### src/rtl/fcm_pkg.sv
package fcm_pkg;
  typedef enum logic {DIV_IDLE, DIV_BUSY} div_state_e;
endpackage

### src/rtl/fcm_edge_sync.sv
module fcm_edge_sync #(
  parameter int STAGES = 2
) (
  input  logic clk,
  input  logic rst_n,
  input  logic din,
  output logic rise
);
  logic [STAGES:0] sh;

  always_ff @(posedge clk or negedge rst_n) begin
    if (!rst_n) sh <= '0;
    else        sh <= {sh[STAGES-1:0], din};
  end

  assign rise = sh[STAGES-1] & ~sh[STAGES];
endmodule

### src/rtl/fcm_period_meter.sv
module fcm_period_meter #(
  parameter int PW    = 10,
  parameter int RW    = 2,
  parameter int CW    = 16,
  parameter int NUM_K = 4096
) (
  input  logic          clk,
  input  logic          rst_n,
  input  logic          rise,
  input  logic          gate,
  input  logic [RW-1:0] rng,
  output logic          s_valid,
  output logic [CW-1:0] sample
);
  localparam logic [PW-1:0] PMAX  = {PW{1'b1}};
  localparam logic [CW-1:0] NUM_C = CW'(NUM_K);

  logic [PW-1:0] cnt;
  logic          armed;
  logic          p_valid;
  logic [PW-1:0] p_q;
  logic [RW-1:0] r_q;
  logic [CW-1:0] quot;
  logic          take;

  assign take = rise & gate & armed;
  assign quot = NUM_C / {{(CW-PW){1'b0}}, p_q};

  always_ff @(posedge clk or negedge rst_n) begin
    if (!rst_n) begin
      cnt <= PW'(1);
    end else if (rise) begin
      cnt <= PW'(1);
    end else if (cnt != PMAX) begin
      cnt <= cnt + PW'(1);
    end
  end

  always_ff @(posedge clk or negedge rst_n) begin
    if (!rst_n)     armed <= 1'b0;
    else if (!gate) armed <= 1'b0;
    else if (rise)  armed <= 1'b1;
  end

  always_ff @(posedge clk or negedge rst_n) begin
    if (!rst_n) begin
      p_valid <= 1'b0;
      p_q     <= PW'(1);
      r_q     <= '0;
      s_valid <= 1'b0;
      sample  <= '0;
    end else begin
      p_valid <= take;
      if (take) begin
        p_q <= cnt;
        r_q <= rng;
      end
      s_valid <= p_valid;
      if (p_valid) sample <= quot << r_q;
    end
  end
endmodule

### src/rtl/fcm_avg_div.sv
module fcm_avg_div
  import fcm_pkg::*;
#(
  parameter int NW = 28,
  parameter int DW = 12,
  parameter int QW = 16
) (
  input  logic          clk,
  input  logic          rst_n,
  input  logic          start,
  input  logic [NW-1:0] dividend,
  input  logic [DW-1:0] divisor,
  output logic          done,
  output logic [QW-1:0] quotient
);
  localparam int IW = $clog2(NW + 1);

  div_state_e    state;
  logic [IW-1:0] iter;
  logic [NW-1:0] work;
  logic [DW-1:0] rem;
  logic [DW-1:0] dvs;
  logic [DW:0]   rem_sh;
  logic          fits;

  assign rem_sh   = {rem, work[NW-1]};
  assign fits     = rem_sh >= {1'b0, dvs};
  assign quotient = (dvs == '0) ? '0 : QW'(work);

  always_ff @(posedge clk or negedge rst_n) begin
    if (!rst_n) begin
      state <= DIV_IDLE;
      iter  <= '0;
      work  <= '0;
      rem   <= '0;
      dvs   <= '0;
      done  <= 1'b0;
    end else begin
      done <= 1'b0;
      if (start) begin
        state <= DIV_BUSY;
        iter  <= '0;
        work  <= dividend;
        rem   <= '0;
        dvs   <= divisor;
      end else if (state == DIV_BUSY) begin
        if (fits) begin
          rem  <= DW'(rem_sh - {1'b0, dvs});
          work <= {work[NW-2:0], 1'b1};
        end else begin
          rem  <= DW'(rem_sh);
          work <= {work[NW-2:0], 1'b0};
        end
        iter <= iter + IW'(1);
        if (iter == IW'(NW - 1)) begin
          state <= DIV_IDLE;
          done  <= 1'b1;
        end
      end
    end
  end
endmodule

### src/rtl/fcm_channel.sv
module fcm_channel #(
  parameter int PW    = 10,
  parameter int RW    = 2,
  parameter int CW    = 16,
  parameter int CNT_W = 12,
  parameter int NUM_K = 4096
) (
  input  logic          clk,
  input  logic          rst_n,
  input  logic          pulse,
  input  logic [RW-1:0] rng,
  input  logic          gate,
  input  logic [CW-1:0] fast_lim,
  input  logic [CW-1:0] slow_lim,
  output logic          fast_trip,
  output logic          slow_trip,
  output logic          done,
  output logic [CW-1:0] avg
);
  localparam int               SUM_W = CW + CNT_W;
  localparam logic [CNT_W-1:0] CMAX  = {CNT_W{1'b1}};

  logic             rise;
  logic             s_valid;
  logic [CW-1:0]    sample;
  logic             g1, g2, g3;
  logic             g_rise, g_fall;
  logic [SUM_W-1:0] sum;
  logic [CNT_W-1:0] cnt;

  fcm_edge_sync #(.STAGES(2)) u_sync (
    .clk (clk),
    .rst_n (rst_n),
    .din (pulse),
    .rise (rise)
  );

  fcm_period_meter #(.PW(PW), .RW(RW), .CW(CW), .NUM_K(NUM_K)) u_meter (
    .clk (clk),
    .rst_n (rst_n),
    .rise (rise),
    .gate (gate),
    .rng (rng),
    .s_valid (s_valid),
    .sample (sample)
  );

  // gate delayed to line up with the two-stage sample pipeline
  always_ff @(posedge clk or negedge rst_n) begin
    if (!rst_n) {g1, g2, g3} <= '0;
    else        {g1, g2, g3} <= {gate, g1, g2};
  end

  assign g_rise = g2 & ~g3;
  assign g_fall = ~g2 & g3;

  always_ff @(posedge clk or negedge rst_n) begin
    if (!rst_n) begin
      sum <= '0;
      cnt <= '0;
    end else if (g_fall) begin
      sum <= '0;
      cnt <= '0;
    end else if (s_valid && cnt != CMAX) begin
      sum <= sum + SUM_W'(sample);
      cnt <= cnt + CNT_W'(1);
    end
  end

  fcm_avg_div #(.NW(SUM_W), .DW(CNT_W), .QW(CW)) u_div (
    .clk (clk),
    .rst_n (rst_n),
    .start (g_fall),
    .dividend (sum),
    .divisor (cnt),
    .done (done),
    .quotient (avg)
  );

  always_ff @(posedge clk or negedge rst_n) begin
    if (!rst_n) begin
      fast_trip <= 1'b0;
    end else if (s_valid && sample > fast_lim) begin
      fast_trip <= 1'b1;
    end else if (g_rise) begin
      fast_trip <= 1'b0;
    end
  end

  always_ff @(posedge clk or negedge rst_n) begin
    if (!rst_n)    slow_trip <= 1'b0;
    else if (done) slow_trip <= avg > slow_lim;
  end
endmodule

### src/rtl/fcm_beam_monitor.sv
module fcm_beam_monitor #(
  parameter int NCH   = 2,
  parameter int PW    = 10,
  parameter int RW    = 2,
  parameter int CW    = 16,
  parameter int CNT_W = 12,
  parameter int NUM_K = 4096
) (
  input  logic              clk,
  input  logic              rst_n,
  input  logic [NCH-1:0]    pulse_in,
  input  logic [NCH*RW-1:0] range_sel,
  input  logic              gate,
  input  logic [CW-1:0]     fast_limit,
  input  logic [CW-1:0]     slow_limit,
  output logic [NCH-1:0]    fast_trip,
  output logic [NCH-1:0]    slow_trip,
  output logic              avg_valid,
  input  logic              avg_ready,
  output logic [NCH*CW-1:0] avg_data
);
  logic [NCH-1:0]    done_v;
  logic [NCH*CW-1:0] avg_v;
  logic              res_done;

  for (genvar k = 0; k < NCH; k++) begin : g_ch
    fcm_channel #(
      .PW(PW), .RW(RW), .CW(CW), .CNT_W(CNT_W), .NUM_K(NUM_K)
    ) u_ch (
      .clk (clk),
      .rst_n (rst_n),
      .pulse (pulse_in[k]),
      .rng (range_sel[k*RW +: RW]),
      .gate (gate),
      .fast_lim (fast_limit),
      .slow_lim (slow_limit),
      .fast_trip (fast_trip[k]),
      .slow_trip (slow_trip[k]),
      .done (done_v[k]),
      .avg (avg_v[k*CW +: CW])
    );
  end

  assign res_done = |done_v;

  always_ff @(posedge clk or negedge rst_n) begin
    if (!rst_n) begin
      avg_valid <= 1'b0;
      avg_data  <= '0;
    end else if (res_done) begin
      avg_valid <= 1'b1;
      avg_data  <= avg_v;
    end else if (avg_ready) begin
      avg_valid <= 1'b0;
    end
  end
endmodule

### config.mk
export PLATFORM = sky130hd
export DESIGN_NAME = fcm_beam_monitor
export DESIGN_NICKNAME = d
export VERILOG_FILES = /design/src/rtl/fcm_pkg.sv /design/src/rtl/fcm_edge_sync.sv /design/src/rtl/fcm_period_meter.sv /design/src/rtl/fcm_avg_div.sv /design/src/rtl/fcm_channel.sv /design/src/rtl/fcm_beam_monitor.sv
export SDC_FILE = /design/constraint.sdc
export NUM_CORES = 1
export LEC_CHECK = 0
export BUFFER_PORTS_ARGS = -buffer_cell sky130_fd_sc_hd__buf_2
export CAP_MARGIN = 20
export CORE_UTILIZATION = 59
export CTS_CLUSTER_DIAMETER = 100
export DETAILED_ROUTE_END_ITERATION = 12
export MAX_ROUTING_LAYER = met4
export PLACE_DENSITY = 0.76
export SYNTH_ARGS = -nofsm -noshare
export SYNTH_HDL_FRONTEND = slang
export SYNTH_HIERARCHICAL = 1
export SYNTH_SLANG_ARGS = --single-unit
### constraint.sdc
create_clock -name clk -period 27.6 [get_ports clk]
set_input_delay 1.38 -clock clk [delete_from_list [all_inputs] [get_ports clk]]
set_output_delay 1.38 -clock clk [all_outputs]
set_load 0.02 [all_outputs]
# Yosys cells after proc, flatten, opt, wreduce, memory -nomap -nowiden

Cells that the tools add are included.

Equal/unequal tests: 8
$lt $le $gt $ge: 6
Bitwise logic cells: 12
$add $sub $neg: 10
Div/mod/pow operators: 2
Shifts and indexed selects: 2
Reduce and logical (&&, ||, !) cells: 16
Multiplexer cells: 51

Operators by type and width:

| kind                                                  | count |
|---|---|
| 2-to-1 mux 28 bit                                     | 8 |
| 2-to-1 mux 12 bit                                     | 10 |
| greater-than comparator 16 bit                        | 4 |
| adder 28 x 16 -> 28 bit                               | 2 |
| 2-to-1 mux 10 bit                                     | 4 |
| divider 13 x 10 -> 16 bit, first input constant       | 2 |
| 2-to-1 mux 16 bit                                     | 2 |
| left shift 16 x 2 -> 16 bit                           | 2 |
| greater-or-equal comparator 13 x 12 -> 1 bit          | 2 |
| adder 12 x 1 -> 12 bit, second input constant         | 2 |
| logical NOT 12 bit                                    | 2 |
| inequality test 12 bit, second input constant         | 2 |
| subtractor 12 bit                                     | 2 |
| 2-to-1 mux 1 bit                                      | 23 |
| adder 10 x 1 -> 10 bit, second input constant         | 2 |
| 2-to-1 mux 5 bit                                      | 4 |
| inequality test 10 bit, second input constant         | 2 |
| nonzero test 2 bit                                    | 9 |
| adder 5 x 1 -> 5 bit, second input constant           | 2 |
| == test 5 bit, second input constant                  | 2 |
| AND 1 bit                                             | 8 |
| logical AND 1 bit                                     | 4 |
| inequality test 2 x 1 -> 1 bit, second input constant | 2 |
| NOT 1 bit                                             | 4 |
| OR reduction 2 bit                                    | 1 |

Output and inout bits: 37
Flip-flop bits (word level): 326

# Depth between registers and ports, before layout

Gate-level depths: netlist (run 1).

Word-level depth: 4
Depth in mapped cells: 146

# Hierarchy

Netlist (run 1), hierarchy kept.

By module, submodules not included:

| module                                  | cells an instance | times used | sequential area each (sq um) | area each (sq um) |
|---|---|---|---|---|
| fcm_period_meter (g_ch[1].u_ch.u_meter) | 1084              | 1          | 1028.5                       | 8308.0 |
| fcm_period_meter (g_ch[0].u_ch.u_meter) | 1076              | 1          | 1028.5                       | 8177.8 |
| fcm_channel                             | 442               | 2          | 1126.1                       | 3727.3 |
| fcm_avg_div                             | 361               | 2          | 1476.4                       | 3379.5 |
| fcm_beam_monitor                        | 71                | 1          | 825.8                        | 1247.4 |
| fcm_edge_sync                           | 4                 | 2          | 75.1                         | 88.8 |

# Worst setup path before layout (run 1)

OpenSTA, ideal clock, no wires.

Kind: flip-flop to flip-flop
Start: register g_ch[0].u_ch.u_meter.p_q[0]
End: register g_ch[0].u_ch.u_meter.sample[0]
Library setup time: 0.120 ns
Setup slack: 0.059 ns
Path buffers: 16
Stages on the path, launching flop included: 141
Arrival: 27.421 ns
Cells stage by stage: dfstp_2 > buf_2 > clkbuf_1 > clkbuf_1 > clkinv_1 > clkbuf_1 > ha_1 > buf_6 > nor2b_1 > and3_1 > ha_1 > a21oi_1 > nand3_1 > a21oi_1 > ha_1 > and2_1 > o211a_1 > o2bb2ai_1 > [105 not listed] > and2_1 > o21ai_0 > o21ai_0 > a211oi_2 > and4b_1 > clkbuf_1 > nand2_1 > o31ai_1 > ha_1 > a21o_1 > a21o_1 > a21oi_1 > nor2b_1 > o21ai_0 > o2111a_1 > nand3b_1 > or4_4 > a41o_1

Cells in the longest elaborated chain, start to end: 2

Ends and longest elaborated chain:

| element                     | line                   | source |
|---|---|---|
| start: declaration          | fcm_period_meter.sv:21 | `logic [PW-1:0] p_q;` |
| start signal: assignment    | fcm_period_meter.sv:55 | `p_q <= cnt;` |
| divider 13 x 10 -> 16 bit   | fcm_period_meter.sv:27 | `assign quot = NUM_C / {{(CW-PW){1'b0}}, p_q};` |
| left shift 16 x 2 -> 16 bit | fcm_period_meter.sv:59 | `if (p_valid) sample <= quot << r_q;` |
| end signal: assignment      | fcm_period_meter.sv:59 |  |
| end: declaration            | fcm_period_meter.sv:13 | `output logic [CW-1:0] sample` |

No other way between the ends.
A chain may end at the register's enable or synchronous reset.

# Worst setup path after layout (run 1)

Start: register g_ch[1].u_ch.u_meter.p_q[0]
End: register g_ch[1].u_ch.u_meter.sample[3]

Cells in the longest elaborated chain, start to end: 2

Ends and longest elaborated chain:

| element                     | line |
|---|---|
| start: declaration          | fcm_period_meter.sv:21 |
| start signal: assignment    | fcm_period_meter.sv:55 |
| divider 13 x 10 -> 16 bit   | fcm_period_meter.sv:27 |
| left shift 16 x 2 -> 16 bit | fcm_period_meter.sv:59 |
| end signal: assignment      | fcm_period_meter.sv:59 |
| end: declaration            | fcm_period_meter.sv:13 |

No other way between the ends.

==> qor.csv, run 1 <==
stage,metric,value,unit
status,status,"finished, final reports clean",
finish,multi_input_area,0.0228,mm²
sta,timing.hold.ws,0.346,ns
finish,fin_nets,4385,
placed_design,hpwl,61.1,mm
setup_path,start_kind,register,
detailed_routing,drt-wirelength-per-cell,17.6,µm
global_route,grt_start_max_net_pins,175,
die,die_w,235,µm
detailed_routing,detail_route.first_pass.iterations,6,
placed_design,pre_cts_ws,-0.188,ns
die,pin_count,79,
logic_synthesis,post-synth-top-count-cell,nand2_1,
sta,max_freq,38.1,MHz
sta,min_period_over_period,95.1,%
logic_synthesis,synth_top_area_share,25.3,%
clock_tree,clk_root_buffer_cell,clkbuf_16,
detailed_routing,drc,0,
finish,fillCellCount,4410,
detailed_routing,via_per_inst,6.15,
clock_tree,hold_buffers,0,
job,maxCapViolCount,0,
detailed_routing,num_vias,29200,
clock_tree,worstSkewPairLatency,0.55,ns
setup_path,cp.required,28.01,ns
global_route,grt_pass1_vias,27000,
placed_design,gp_routability_congestion,0.969,
logic_synthesis,syn_inst,3845,
detailed_routing,wirelength,83.6,mm
sta,worstMarginPinSlew,0.983,ns
die,die_h,235,µm
sta,rsz0062_at_grt,true,
finish,fin_util,66.7,%
die,core_area,0.0538,mm²
logic_synthesis,avgSynthCellArea,8.35,µm²
logic_synthesis,synth_common_cells,"nand2_1 (396), dfrtp_1 (325), ha_1 (322)",
clock_tree,cts.sinks,329,
finish,area_delta_synth_final,11.8,%
sta,timing.slew.headroom,32.8,%
sta,slew_violations,0,
logic_synthesis,netlist_area,0.0321,mm²
clock_tree,cts_tree,built,
setup_path,crit_top_cell,ha_1,
setup_path,crit_slowest_cell,dfstp_2,
sta,setup_viol,0,
logic_synthesis,synth_cell_types,145,
sta,tns,0,ns
detailed_routing,ant_nets,0,
sta,setup_ws,1.34,ns
clock_tree,numCtsBuffers,39,
die,floorplan.initialDensity,59.7,%
setup_path,worstSetupPathType,register to register,
logic_synthesis,yosysWarnings,6,
clock_tree,clockBufferDepth,3,
sta,final-hold-violation-count,0,
min_path,hp-class,register to register,
clock_tree,clk_pin_slew,0.06,ns
global_route,grt-ovfl-total,0,
die,placementRows,85,
placed_design,io_buffers,78,
global_route,grtUsageTotal,30.2,%
logic_synthesis,synth_ff_type,dfrtp_1,
logic_synthesis,synth_seq_cells,329,
setup_path,cp_slowest_stage_delay,0.53,ns
sta,finClkSkew,0.0115,ns
logic_synthesis,synth_edf_count,0,
logic_synthesis,synth_area_leaders,"dfrtp_1 (25%), ha_1 (13%), nand2_1 (4.6%), o21ai_0 (4.4%), a21oi_1 (3.9%)",
die,die_area,0.0554,mm²
finish,drive_gt1_share,16.4,%
finish,regArea,0.00824,mm²
setup_path,cp-end-kind,register,
logic_synthesis,seq_area_frac_synth,25.6,%
logic_synthesis,async_flop_share,100,%
setup_path,cp_max_fo,21,
global_route,grt_pass1_wl,136,mm
logic_synthesis,yosysTopAreaCell,dfrtp_1,
detailed_routing,drt_iter0_drc,2096,
setup_path,worstPathArrival,26.66,ns
sta,period_minus_slack,26.26,ns
global_route,antenna_found_initial,3,
logic_synthesis,syn-num-nets,4213,
clock_tree,cts_htree_levels,2,
-- what timing repair did --
item | in CTS | in global routing
gates cloned | 0 | 1
gates resized for setup | 2 | 81
setup endpoints to repair | 3 | 10
setup buffers | 0 | 49
pin swaps | 0 | 37
-- cell usage in the layout, fill, tap and decap left out, types with 13 or more instances in the layout --
cell type and instances:
or2_2 36, o21a_1 51, o211ai_1 37, dfrtp_1 323, o21ai_0 276, a31oi_1 35, a211oi_1 21, nor4_1 15
and3_1 37, or3_1 36, buf_2 77, a311oi_1 24, and2_1 63, nand2b_1 44, nor2b_1 57, buf_4 181
nand3_1 80, nor2_1 307, a21o_1 101, nor3_1 63, a31o_2 13, a21boi_0 14, mux2_2 109, inv_1 209
a21oi_1 244, xor2_1 68, ha_1 316, o21ai_1 19, o31ai_1 34, nand2_1 395, xnor2_1 107, mux2i_1 104
clkbuf_16 39, nand3b_1 15, nand4_1 48
-- through the flow --
| step | std cells | instance area [µm²] |
|---|---|---|
| floorplan | 3845 | 32100 |
| global placement | 4620 | 33800 |
| finish | 4747 | 35900 |
| global route | 4745 | 35900 |
| CTS | 4691 | 35200 |
| detailed placement | 4621 | 33800 |
-- worst max-delay path: cells and delay by family (launching register included) --
family	cells	cell delay, ns
DFF	1	0.53
AOI/OAI and AO/OA	54	10.92
muxes	5	1.32
and+or+nand+nor	42	6.80
buffers and inverters	10	1.69
adders and majority gates	15	4.82
-- cell families (layout without fill, tap and decap cells) --
family,after synthesis,count (layout),share of synthesized area (%)
buffers and inverters,350,550,4.55
adders and majority gates,326,326,12.8
xor gates and xnor gates,177,177,4.85
DFF,329,329,25.6
AOI/OAI and AO/OA,1113,1113,23.7
muxes,225,225,7.63
and+or+nand+nor,1325,1326,20.9
other,0,5,0
-- final timing paths --
path                                                               from                                          to  slack, ns  cells past startpoint
worst max-delay path            g_ch[1].u_ch/u_meter/p_q[0]$_DFFE_PN1P_  g_ch[1].u_ch/u_meter/sample[3]$_DFFE_PN0P_       1.34                    126
worst min-delay path                          g_ch[0].u_ch/g1$_DFF_PN0_                   g_ch[0].u_ch/g2$_DFF_PN0_       0.35                      0
worst max register to register  g_ch[1].u_ch/u_meter/p_q[0]$_DFFE_PN1P_  g_ch[1].u_ch/u_meter/sample[3]$_DFFE_PN0P_       1.34                    126
worst min register to register                g_ch[0].u_ch/g1$_DFF_PN0_                   g_ch[0].u_ch/g2$_DFF_PN0_       0.35                      0
max in group asynchronous                                         rst_n     g_ch[1].u_ch/u_meter/p_q[7]$_DFFE_PN0P_      24.59                      3
min in group asynchronous                                         rst_n      g_ch[0].u_ch/u_div/rem[10]$_DFFE_PN0P_       0.82                      1
-- registers in the layout, indices dropped and copies added (netlist names), 4 cells and up --
name / cells
avg_data: 32
g_ch.u_ch/cnt: 24
g_ch.u_ch/sum: 56
g_ch.u_ch/u_div/dvs: 24
g_ch.u_ch/u_div/iter: 10
g_ch.u_ch/u_div/rem: 24
g_ch.u_ch/u_div/work: 56
g_ch.u_ch/u_meter/cnt: 20
g_ch.u_ch/u_meter/p_q: 20
g_ch.u_ch/u_meter/r_q: 4
g_ch.u_ch/u_meter/sample: 32
g_ch.u_ch/u_sync/sh: 6
-- final cells by class --
| class | instances | share of cell area (%) |
|---|---|---|
| antenna | 5 | 0.0348 |
| clock inverter | 19 | 0.714 |
| multi-input combinational | 3167 | 63.5 |
| timing repair buffer | 265 | 5.16 |
| clock buffer | 51 | 3.01 |
| tap | 696 | 2.42 |
| inverter | 215 | 2.25 |
| sequential | 329 | 22.9 |
-- layer usage --
metal,vias up,global-route usage [%],part of all wire (%),wire length (µm)
met5,-,-,0,0
met4,0,7.53,2.0,1680
met3,130,3.38,5.7,4810
met2,808,48.2,46,38300
met1,13800,41.1,46,38900
li1,14500,-,-,-
Power of run 1 is not shown: default switching activity piles up to over one toggle a cycle in this logic, so the estimate is an artifact.
==> run 2, diff against run 1 <==
- CTS_BUF_LIST: default -> sky130_fd_sc_hd__clkbuf_16
- SYNTH_HIERARCHICAL: 1 -> default
==> run 2 against run 1 <==
Effect of this change:
- critical path depth up 7
- synthesized area shrank 6.9%
- clock skew rose by 0.0094 ns
- synthesized cell count decreased by 5.8%
- count of clock-buffer cells in the layout fell by 12
- first-iteration DRC count shrank 2.0%
- sequential share of layout area rose by 1.2 points
- via count decreased by 6.7%
- critical path type unchanged
- setup slack improved by 0.0017 ns
- maximum frequency is essentially flat
==> qor.csv, run 2 <==
stage,metric,value,unit
detailed_routing,ant_nets,0,
global_route,grt_pass1_wl,126,mm
setup_path,critPathTopFamily,compound AO/OA/AOI/OAI gates,
clock_tree,cts.sinks,326,
sta,setup_viol,0,
sta,timing.slew.headroom,36.6,%
clock_tree,clk_pin_slew,0.05,ns
detailed_routing,via_per_inst,6.07,
sta,min_period_over_period,95.1,%
die,core_area,0.0501,mm²
finish,drive_gt1_share,15.2,%
job,maxCapViolCount,0,
logic_synthesis,syn_inst,3622,
setup_path,worstSetupPathType,register to register,
clock_tree,clk_root_buffer_cell,clkbuf_16,
detailed_routing,num_vias,27300,
die,placementRows,82,
detailed_routing,wirelength,79.6,mm
finish,reg_top3,"g_ch.u_ch.sum x56, g_ch.u_ch.u_div.work x56",
global_route,antenna_found_initial,1,
global_route,busiest_layer,met2,
setup_path,reg2reg_slack,1.35,ns
status,status,"finished, final reports clean",
placed_design,gp_routability_congestion,0.978,
finish,mostFrequentLayoutCell,nand2_1,
logic_synthesis,synth_edf_count,0,
logic_synthesis,synth_area_leaders,"dfrtp_1 (27%), ha_1 (13%), a21oi_1 (4.6%), nand2_1 (4.5%), o21ai_0 (4.3%)",
sta,final-hold-violation-count,0,
die,floorplan.initialDensity,59.7,%
setup_path,cp.required,27.99,ns
setup_path,cp-end-kind,register,
sta,timing.hold.ws,0.350,ns
detailed_routing,drc,0,
clock_tree,hold_buffers,0,
sta,finClkSkew,0.0209,ns
setup_path,cp_max_fo,9,
sta,period_minus_slack,26.25,ns
placed_design,hpwl,58.7,mm
die,pin_count,79,
finish,most-common-layout-cells,"nand2_1 (355), nor2_1 (323), dfrtp_1 (318), ha_1 (316), a21oi_1 (263)",
clock_tree,clockBufferDepth,3,
logic_synthesis,avgSynthCellArea,8.25,µm²
logic_synthesis,netlist_area,0.0299,mm²
logic_synthesis,synth_top_area_share,27.0,%
clock_tree,cts_tree,built,
sta,max_freq,38.1,MHz
sta,tns,0,ns
setup_path,start_kind,register,
setup_path,worstPathArrival,26.64,ns
global_route,grt_pass1_vias,24900,
die,die_h,227,µm
finish,fin_nets,4154,
setup_path,crit_slowest_cell,or4_4,
setup_path,crit_top_cell,ha_1,
finish,area_delta_synth_final,13.2,%
sta,slew_violations,0,
detailed_routing,drt-wirelength-per-cell,17.7,µm
finish,fillCellCount,4207,
clock_tree,worstSkewPairLatency,0.56,ns
logic_synthesis,synth_cell_types,98,
global_route,grtUsageTotal,31.0,%
sta,worstMarginPinSlew,0.951,ns
logic_synthesis,synth_seq_cells,326,
global_route,grt_start_max_net_pins,123,
logic_synthesis,yosysWarnings,0,
logic_synthesis,post-synth-top-count-cell,nand2_1,
min_path,hp-class,register to register,
die,die_area,0.0516,mm²
logic_synthesis,yosysTopAreaCell,dfrtp_1,
setup_path,timing.critical_path.buf_inv,3,
logic_synthesis,async_flop_share,100,%
clock_tree,cts_htree_levels,2,
global_route,grt-ovfl-total,0,
setup_path,cp_slowest_stage_delay,0.57,ns
logic_synthesis,syn-num-nets,3990,
global_route,gr-usage-met3,3.61,%
global_route,use_met2,49.6,%
detailed_routing,detail_route.first_pass.iterations,6,
logic_synthesis,seq_area_frac_synth,27.3,%
placed_design,io_buffers,78,
logic_synthesis,synth_ff_type,dfrtp_1,
global_route,met1_usage,41.0,%
logic_synthesis,synth_common_cells,"nand2_1 (358), nor2_1 (328), dfrtp_1 (322), ha_1 (322), a21oi_1 (277)",
detailed_routing,drt_iter0_drc,2055,
clock_tree,numCtsBuffers,38,
die,die_w,227,µm
-- run 2: cell families (layout without fill, tap and decap cells) --
group	count (synthesis)	after routing	synth area share, %
simple gates	1224	1224	19.9
compound gates	1046	1046	22.6
buf+inv	327	519	4.37
fa+ha+maj	326	326	13.7
flops	326	326	27.3
mux	191	191	6.84
xor+xnor	182	182	5.33
other cells	0	1	0
-- run 2: repair_timing --
item	CTS	global route
setup buffers	1	35
endpoints found under the setup margin	4	10
pin swaps	1	51
gates resized for setup	8	142
-- run 2: worst paths after layout --
kind                                                         start                                    endpoint  depth (start not counted)
hold reg to reg                g_ch[0].u_ch.u_sync.sh[0]$_DFF_PN0_         g_ch[0].u_ch.u_sync.sh[1]$_DFF_PN0_                          0
max in group asynchronous                                    rst_n     g_ch[1].u_ch.u_meter.p_q[9]$_DFFE_PN0P_                          3
hold / removal                 g_ch[0].u_ch.u_sync.sh[0]$_DFF_PN0_         g_ch[0].u_ch.u_sync.sh[1]$_DFF_PN0_                          0
setup / recovery           g_ch[1].u_ch.u_meter.p_q[8]$_DFFE_PN0P_  g_ch[1].u_ch.u_meter.sample[1]$_DFFE_PN0P_                        133
min in group asynchronous                                    rst_n            g_ch[0].u_ch.sum[23]$_DFFE_PN0P_                          1
setup reg to reg           g_ch[1].u_ch.u_meter.p_q[8]$_DFFE_PN0P_  g_ch[1].u_ch.u_meter.sample[1]$_DFFE_PN0P_                        133
-- run 2: final cells by class --
type	instances	area, µm²	share of cell area [%]
Inverter	191	717	2.12
Sequential cell	326	8170	24.1
Antenna cell	1	2.50	0.00740
Tap cell	672	841	2.49
Clock buffer	39	976	2.89
Multi-Input combinational cell	2969	21000	62.2
Clock inverter	29	278	0.821
Timing Repair Buffer	260	1810	5.34
-- run 2: stage by stage --
stage	utilization [%]	instances	worst slack, ns	instance area (µm²)
global route	67.6	4487	-0.358	33800
detailed placement	63.3	4382	-0.567	31700
floorplan	-	3622	0.0680	29900
finish	67.6	4487	1.35	33800
global placement	63.3	4382	0.205	31700
CTS	65.9	4451	0.0116	33000
-- run 2: worst register-to-register path: cells and delay by family (launching register included) --
family	cells	cell delay, ns
adder cells (fa/ha/maj)	14	4.31
AND/OR/NAND/NOR	50	8.96
XOR/XNOR	1	0.12
multiplexers	5	1.66
AO/OA/AOI/OAI	60	10.16
flip-flops	1	0.41
buffers and inverters	3	0.51
-- run 2: metal layers --
layer / vias up / part of all wire, %
met5: - / 0
met4: 0 / 3.1
met3: 176 / 5.6
met2: 737 / 46
met1: 12900 / 45
li1: 13500 / -
Power of run 2 is left out for the same reason.
